==> config.mk <==
export PLATFORM = sky130hd
export DESIGN_NAME = toh_par_top
export DESIGN_NICKNAME = d
export VERILOG_FILES = /design/src/rtl/toh_par_pkg.sv /design/src/rtl/toh_par_ctrl.sv /design/src/rtl/toh_par_dp.sv /design/src/rtl/toh_par_top.sv
export SDC_FILE = /design/constraint.sdc
export NUM_CORES = 1
export LEC_CHECK = 0
export BUFFER_PORTS_ARGS = -buffer_cell sky130_fd_sc_hd__buf_2
export CORE_MARGIN = 2
export CORE_UTILIZATION = 58
export DETAILED_ROUTE_END_ITERATION = 10
export GPL_TIMING_DRIVEN = 0
export PLACE_DENSITY_LB_ADDON = 0.25
export SYNTH_ARGS = -nofsm -noshare
export SYNTH_HDL_FRONTEND = slang
export SYNTH_SLANG_ARGS = --single-unit
==> constraint.sdc <==
create_clock -name clk -period 2.35 [get_ports clk]
set_input_delay 0.1175 -clock clk [delete_from_list [all_inputs] [get_ports clk]]
set_output_delay 0.1175 -clock clk [all_outputs]
set_load 0.03 [all_outputs]
==> src/rtl/toh_par_pkg.sv <==
package toh_par_pkg;
  // Position strobes handed from a direction's control to the datapath
  typedef struct packed {
    logic head;     // current bit is the reserved position 0
    logic haveRef;  // a full previous frame has been accumulated
    logic tracking; // a frame-start has been seen since reset
  } posStrobe_t;

  localparam int NUM_DIR = 2;
  localparam int DIR_TX  = 0;
  localparam int DIR_RX  = 1;
endpackage

==> src/rtl/toh_par_ctrl.sv <==
module toh_par_ctrl
  import toh_par_pkg::*;
#(
  parameter int FRAME_BITS = 2592
) (
  input  logic       clk,
  input  logic       rst,
  input  logic       frameStart,
  output posStrobe_t strb
);
  localparam int CW = (FRAME_BITS > 2) ? $clog2(FRAME_BITS) : 1;
  localparam logic [CW-1:0] LAST_POS = CW'(FRAME_BITS - 1);

  logic [CW-1:0] nextPos;   // position the next bit will take
  logic          synced;
  logic          headNow;

  // head on a start marker or on counter wrap once aligned
  assign headNow = frameStart || (synced && (nextPos == '0));

  always_ff @(posedge clk) begin
    if (rst) begin
      nextPos <= '0;
      synced  <= 1'b0;
    end else begin
      if (headNow) begin
        nextPos <= (FRAME_BITS > 1) ? CW'(1) : '0;
      end else if (synced) begin
        nextPos <= (nextPos == LAST_POS) ? '0 : nextPos + CW'(1);
      end
      if (frameStart) synced <= 1'b1;
    end
  end

  always_comb begin
    strb.head     = headNow;
    strb.haveRef  = headNow && synced;
    strb.tracking = synced;
  end
endmodule

==> src/rtl/toh_par_dp.sv <==
module toh_par_dp
  import toh_par_pkg::*;
(
  input  logic       clk,
  input  logic       rst,
  input  posStrobe_t txStrb,
  input  posStrobe_t rxStrb,
  input  logic       txBit,
  input  logic       txFrameStart,
  input  logic       rxBit,
  input  logic       alarmClear,
  output logic       txOutBit,
  output logic       txOutStart,
  output logic       parityErr,
  output logic       alarm
);
  logic txAcc, rxAcc;
  logic txNextBit;
  logic mismatch;

  // Transmit: running even parity, cleared on the reserved bit
  always_ff @(posedge clk) begin
    if (rst) txAcc <= 1'b0;
    else if (txStrb.head) txAcc <= 1'b0;
    else txAcc <= txAcc ^ txBit;
  end

  // reserved bit carries previous frame parity, 0 with no reference
  always_comb begin
    if (txStrb.head) txNextBit = txStrb.haveRef ? txAcc : 1'b0;
    else txNextBit = txBit;
  end

  always_ff @(posedge clk) begin
    if (rst) begin
      txOutBit   <= 1'b0;
      txOutStart <= 1'b0;
    end else begin
      txOutBit   <= txNextBit;
      txOutStart <= txFrameStart;
    end
  end

  // Receive: same accumulation, compare at each referenced head
  always_ff @(posedge clk) begin
    if (rst) rxAcc <= 1'b0;
    else if (rxStrb.head) rxAcc <= 1'b0;
    else rxAcc <= rxAcc ^ rxBit;
  end

  assign mismatch = rxStrb.haveRef && (rxBit != rxAcc);

  // error pulse and sticky alarm, error beats clear
  always_ff @(posedge clk) begin
    if (rst) begin
      parityErr <= 1'b0;
      alarm     <= 1'b0;
    end else begin
      parityErr <= mismatch;
      if (mismatch) alarm <= 1'b1;
      else if (alarmClear) alarm <= 1'b0;
    end
  end
endmodule

==> src/rtl/toh_par_top.sv <==
module toh_par_top
  import toh_par_pkg::*;
#(
  parameter int STS_COUNT = 12,
  parameter int ROWS      = 9,
  parameter int COLS      = 3
) (
  input  logic clk,
  input  logic rst,
  input  logic txBit,
  input  logic txFrameStart,
  output logic txOutBit,
  output logic txOutStart,
  input  logic rxBit,
  input  logic rxFrameStart,
  input  logic alarmClear,
  output logic parityErr,
  output logic alarm
);
  localparam int FRAME_BITS = STS_COUNT * ROWS * COLS * 8;

  posStrobe_t dirStrb [NUM_DIR];
  logic       dirStart [NUM_DIR];

  assign dirStart[DIR_TX] = txFrameStart;
  assign dirStart[DIR_RX] = rxFrameStart;

  for (genvar gi = 0; gi < NUM_DIR; gi++) begin : g_dir
    toh_par_ctrl #(.FRAME_BITS(FRAME_BITS)) u_ctrl (
      .clk       (clk),
      .rst       (rst),
      .frameStart(dirStart[gi]),
      .strb      (dirStrb[gi])
    );
  end

  toh_par_dp u_dp (
    .clk         (clk),
    .rst         (rst),
    .txStrb      (dirStrb[DIR_TX]),
    .rxStrb      (dirStrb[DIR_RX]),
    .txBit       (txBit),
    .txFrameStart(txFrameStart),
    .rxBit       (rxBit),
    .alarmClear  (alarmClear),
    .txOutBit    (txOutBit),
    .txOutStart  (txOutStart),
    .parityErr   (parityErr),
    .alarm       (alarm)
  );
endmodule

==> results of run 1 <==
[layer usage]
layer	share of wire [%]	track usage, %
met3	7.1	6.79
met4	1.9	11.1
met5	0	0
met2	42	30.8
met1	49	28.5
[per-stage QoR]
stage / std cells / hold slack [ps] / setup slack [ps] / area [µm²]
2_1_floorplan: 175 / 189 / 601 / 1520
3_3_place_gp: 214 / 321 / 538 / 1610
3_5_place_dp: 214 / 329 / 512 / 1610
4_1_cts: 223 / 4.24 / 492 / 1680
5_1_grt: 223 / 19.3 / 354 / 1680
6_report: 223 / 12.3 / 478 / 1680
[final timing paths]
kind	from	endpoint	slack, ps
max reg2reg	g_dir[0].u_ctrl.nextPos[6]	g_dir[0].u_ctrl.nextPos[5]	480
max	g_dir[0].u_ctrl.nextPos[6]	g_dir[0].u_ctrl.nextPos[5]	480
min	rst	u_dp.txOutStart	10
min reg2reg	u_dp.alarm	u_dp.alarm	490
[kinds of logic after synthesis]
group | after synthesis | synth area share (%)
DFF | 32 | 42.0
AOI/OAI and AO/OA | 14 | 6.82
buffers and inverters | 13 | 3.20
and+or+nand+nor | 91 | 32.5
xor gates and xnor gates | 20 | 11.5
muxes | 1 | 0.657
adders and majority gates | 4 | 3.28
[cells in the final DEF, fill, tap and decap left out, types with 6 or more instances in the layout]
cell type / n
inv_1: 8
nand4_1: 6
nand2_1: 10
nor4_1: 11
nand3_1: 12
xnor2_1: 15
dfxtp_1: 32
buf_2: 9
nor2_1: 18
nor3_1: 14
clkbuf_1: 7
[worst max-delay path, delay by kind of cell, from the launching register on]
family,cells,cell delay [ps]
AO/OA/AOI/OAI,2,250
AND/OR/NAND/NOR,2,1130
flip-flops,1,350
[flip-flops by register name, indices dropped and copies added (netlist names)]
signal                count
u_dp.rxAcc                1
u_dp.alarm                1
g_dir.u_ctrl.nextPos     24
u_dp.txOutStart           1
u_dp.txAcc                1
u_dp.txOutBit             1
g_dir.u_ctrl.synced       2
u_dp.parityErr            1
[layout make-up]
cell class	instances	area (µm²)
flip-flops and latches	32	641
plain buffers	5	18.8
repair buffers	10	55.1
multi-input cells	130	835
well taps	30	37.5
inverters	8	30.0
clock buffers	8	58.8
fillers	210	802
[power by group through the flow]
stage,Clock (µW),Sequential (µW),Combinational [µW]
6_report,331,563,86.0
5_1_grt,357,565,94.7
4_1_cts,339,563,85.9
3_5_place_dp,0,575,84.3
3_3_place_gp,0,575,80.9
2_1_floorplan,0,580,55.4
[repair_timing]
item,CTS,global route
hold endpoints to repair,1,0
hold buffers,1,0
buffers inserted,0,0
==> qor.csv, run 1 <==
metric,value,unit
status,finished clean,
WL final,2940,µm
die width,55.3,µm
Area contributors post-synth,"dfxtp_1 42%, xnor2_1 8.6%, nor3_1 4.6%",
drt initial violations,15,
synth warn,0,
H-tree depth,2,
port bufs,9,
deepest clock path buffer count,2,
initial antenna violation count,0,
Max-Cap Viols,0,
Pint,734,µW
full die area,3050,µm²
CP arrival,2070,ps
highest clock rate,534,MHz
CP startpoint kind,flop,
Async SR Flop Fraction,0,%
num rows,18,
crit share post-route,79.6,%
fin crit period,1870,ps
max incr delay on CP,570,ps
#FFs+latches synth,32,
part of the power in registers,57.5,%
NetSw,246,µW
Final Hold Vio Count,0,
slew margin rel.,56.8,%
worst-path fanout max,4,
TritonCTS Buffers,5,
Net Sw Frac,25.1,%
Worst-Margin Slew,648,ps
Final GP Congestion,0.859,
combinational fraction of design power,8.8,%
via count,1301,
WS Path Type,reg -> reg,
DRC viols,0,
router iterations before antenna repair,4,
Min-Delay Path Class,in -> reg,
Synth area leader,dfxtp_1,
Clk pwr share,33.8,%
clk slew on worst S/H paths,90,ps
vias in the first global route,1221,
slowest CP cell,or4_1,
total track usage,21.4,%
first-pass GRT wire length,5220,µm
RSZ-0062 raised after global routing,no,
Area Growth Syn to Fin,9.93,%
Post-synth EDFFs,0,
Routed WL per cell,13.2,µm
power density cells,585,nW/µm²
core area,2480,µm²
final core occ,67.6,%
Final #Nets,203,
cell breakdown of the critical path,"or4_1, or4_4, a31oi_1, a311oi_1",
largest net degree at the start of global routing,11,
Mapped Area,1520,µm²
setup TNS,0,ps
hold path cells,2,
Clock Latency Late Sink,340,ps
Root Driver,clkbuf_4,
global route total overflow,0,
Final Setup Violations,0,
Antenna Cells,0,
post-CTS resize count,0,
count of different cell masters after synthesis,34,
CTS tree,yes,
Sink Count,32,
post-synth net total,186,
Die Y,55.3,µm
Final Skew,2.97,ps
Worst Path Required,2550,ps
worst vdd ir,0.000431,V
register area share after synthesis,42.0,%
final slew viol count,0,
starting density of the core,61.5,%
Synth top area share,42.0,%
Vias per Instance,5.83,
Most used DFF post-synth,dfxtp_1,
ANT nets after route,0,
Crit. End Element,flop,
io pins,11,
layout cells sized above 1,12.4,%
static leakage,0.000542,µW
"Avg Cell Area, Syn",8.71,µm²
Post-Synthesis Cells,175,
most common cell in the synthesized netlist,dfxtp_1,
hpwl dp,2120,µm
cells on worst reg2reg path,4,
Design Power,980,µW
Commonest cells post-synth,"32 x dfxtp_1, 18 x nor2_1, 15 x xnor2_1",
No activity file was read; power rests on OpenSTA's default activity.
==> inputs of run 2 (changes only) <==
Settings changed: ABC_AREA set to 1, CORE_UTILIZATION 58 to 59.
Clock period 2.35 ns to 1.8 ns, I/O delays scaled along.
==> run 2 against run 1 <==
Clock skew increased by 7.4 ps. Register-to-register slack worse by 70 ps. Global-route usage fell by 0.25 points. Synthesized area is 5.6% higher. Sequential power up 30%. Routed wire length up 0.85%. Power is 43% higher. First-iteration DRC count rose to 3.8 times the previous value. Synthesized cell count grew 31%. Critical path type unchanged. Critical endpoint unchanged. Largest power group unchanged. Highest routed layer unchanged.
==> qor.csv, run 2 <==
metric,value,unit
combinational fraction of design power,8.5,%
CP startpoint kind,flop,
ANT nets after route,0,
status,finished clean,
Compound-Gate Fraction of Synth Area,3.11,%
layout cells sized above 1,15.3,%
"commonest non-fill, non-tap cell in the layout",nor2_1,
slew margin rel.,76.8,%
largest net degree at the start of global routing,12,
die width,56.2,µm
full die area,3160,µm²
Die Y,56.2,µm
global route total overflow,0,
Area contributors post-synth,"dfxtp_1 40%, nor2_1 12%, nand2_1 12%",
Final Setup Violations,0,
CTS tree,yes,
final cell count without fillers,279,
drt initial violations,57,
vias in the first global route,1266,
DRC viols,0,
Async SR Flop Fraction,0,%
hpwl dp,2160,µm
fin crit period,1390,ps
most common cell in the synthesized netlist,nor2_1,
most frequent cells in the layout,"53 x nor2_1, 51 x nand2_1, 32 x dfxtp_1, 22 x inv_1, 16 x nand3_1",
Synth top area share,39.8,%
WL final,2970,µm
Top reg by flops,g_dir.u_ctrl.nextPos,
Mapped Area,1610,µm²
Clock Latency Late Sink,340,ps
Final Skew,10.4,ps
first-pass GRT wire length,5360,µm
Max-Cap Viols,0,
deepest clock path buffer count,2,
port bufs,10,
Post-Synth XOR/XNOR Area,8.71,%
"Avg Cell Area, Syn",7.00,µm²
main combinational cell family by area after synthesis,simple AND/OR/NAND/NOR gates,
power density cells,784,nW/µm²
crit share post-route,77.4,%
synth warn,0,
Final #Nets,259,
Crit. End Element,flop,
Sink Count,32,
Worst Path Required,2030,ps
max FFs per register,24,
clk slew on worst S/H paths,110,ps
TritonCTS Buffers,5,
final slew viol count,0,
Final GP Congestion,0.844,
Synth Area in Adders,3.11,%
Final Hold Vio Count,0,
RSZ-0062 raised after global routing,no,
Routed WL per cell,10.6,µm
NetSw,346,µW
placed insts,270,
io pins,11,
worst-path fanout max,5,
register area share after synthesis,39.8,%
worst vdd ir,0.000665,V
Clk pwr share,39.2,%
H-tree depth,2,
part of the power in registers,52.3,%
Most used DFF post-synth,dfxtp_1,
highest clock rate,718,MHz
Post-Synthesis Cells,230,
# fillers,207,
post-synth net total,241,
Antenna Cells,0,
router iterations before antenna repair,4,
num rows,18,
starting density of the core,63.8,%
Commonest cells post-synth,"53 x nor2_1, 51 x nand2_1, 32 x dfxtp_1",
total track usage,21.1,%
static leakage,0.000746,µW
Min-Delay Path Class,in -> reg,
setup TNS,0,ps
#FFs+latches synth,32,
Root Driver,clkbuf_4,
Vias per Instance,4.93,
largest registers,"g_dir.u_ctrl.nextPos: 24 flops, g_dir.u_ctrl.synced: 2 flops",
Synth area leader,dfxtp_1,
count of different cell masters after synthesis,22,
Post-synth EDFFs,0,
CP arrival,1620,ps
initial antenna violation count,0,
multiplexer share of the synthesized area,0,%
Synth Area in Simple Gates,38.1,%
WS Path Type,reg -> reg,
core area,2520,µm²
Pint,1060,µW
Worst-Margin Slew,346,ps
Net Sw Frac,24.7,%
Area Growth Syn to Fin,11.0,%
via count,1376,
==> run 2: cell types whose count changed after synthesis, sizes merged, moves of 4 or more <==
cell / before / now
nor3: 14 / 3
inv: 8 / 25
nand2b: 5 / 0
a31oi: 4 / 0
nand3: 12 / 17
nand4: 6 / 2
xor2: 5 / 12
nand2: 10 / 56
nor2: 18 / 61
or3b: 4 / 0
clkbuf: 5 / 0
nor4: 11 / 0
a21oi: 3 / 9
xnor2: 15 / 4
==> run 2: repair_timing <==
item / CTS / global route
endpoints found under the setup margin: 0 / 0
buffers inserted: 0 / 0
endpoints found under the hold margin: 5 / 0
gates resized for setup: 0 / 0
hold buffers: 1 / 0
==> run 2: cells by family after synthesis <==
group,Yosys count
flops,32
fa+ha+maj,4
simple gates,141
compound gates,10
xor+xnor,16
buf+inv,27
==> run 2: final timing paths <==
kind                         startpoint                          to  slack [ps]  depth (start not counted)
min reg2reg                  u_dp.alarm                  u_dp.alarm         500                          2
max          g_dir[0].u_ctrl.nextPos[0]  g_dir[0].u_ctrl.nextPos[5]         410                          6
max reg2reg  g_dir[0].u_ctrl.nextPos[0]  g_dir[0].u_ctrl.nextPos[5]         410                          6
min                          alarmClear                  u_dp.alarm          20                          3
==> run 2: cell type report <==
class	count	area [µm²]	area share [%]
Multi-Input combinational cell	171	853	47.8
Clock buffer	5	37.5	2.10
Timing Repair Buffer	11	60.1	3.36
Tap cell	30	37.5	2.10
Buffer	2	18.8	1.05
Sequential cell	32	641	35.9
Inverter	25	96.3	5.39
Clock inverter	3	42.5	2.38
==> run 2: critical path, stage by stage (launching register included) <==
cell and delay (ps):
dfxtp_1 420, ha_1 190, nand2_1 80, nor2_2 200, nand3_1 130, nand4_1 190
nor2_1 70
==> run 2: power by group through the flow <==
stage | Combinational (µW) | Clock [µW] | Sequential [µW]
floorplan | 76.6 | 0 | 757
global placement | 115 | 0 | 748
detailed placement | 116 | 0 | 749
CTS | 119 | 557 | 733
global route | 136 | 581 | 735
finish | 119 | 550 | 733
==> run 2: per-layer routing <==
layer	vias to the layer above	part of all wire, %	GRT usage, %
met1	600	52	29.2
met3	2	6.2	7.91
met2	28	42	31.1
met4	0	0.30	5.10
li1	746	-	-
met5	-	0	0
==> run 2: per-stage QoR <==
stage	hold WS, ps	power, µW	utilization, %	setup slack, ps	instance area (µm²)
floorplan	159	833	-	626	1610
global placement	343	863	67.3	436	1700
detailed placement	343	865	67.3	445	1700
CTS	14.1	1410	70.8	413	1790
global route	49.5	1450	70.8	267	1790
finish	15.5	1400	70.8	407	1790
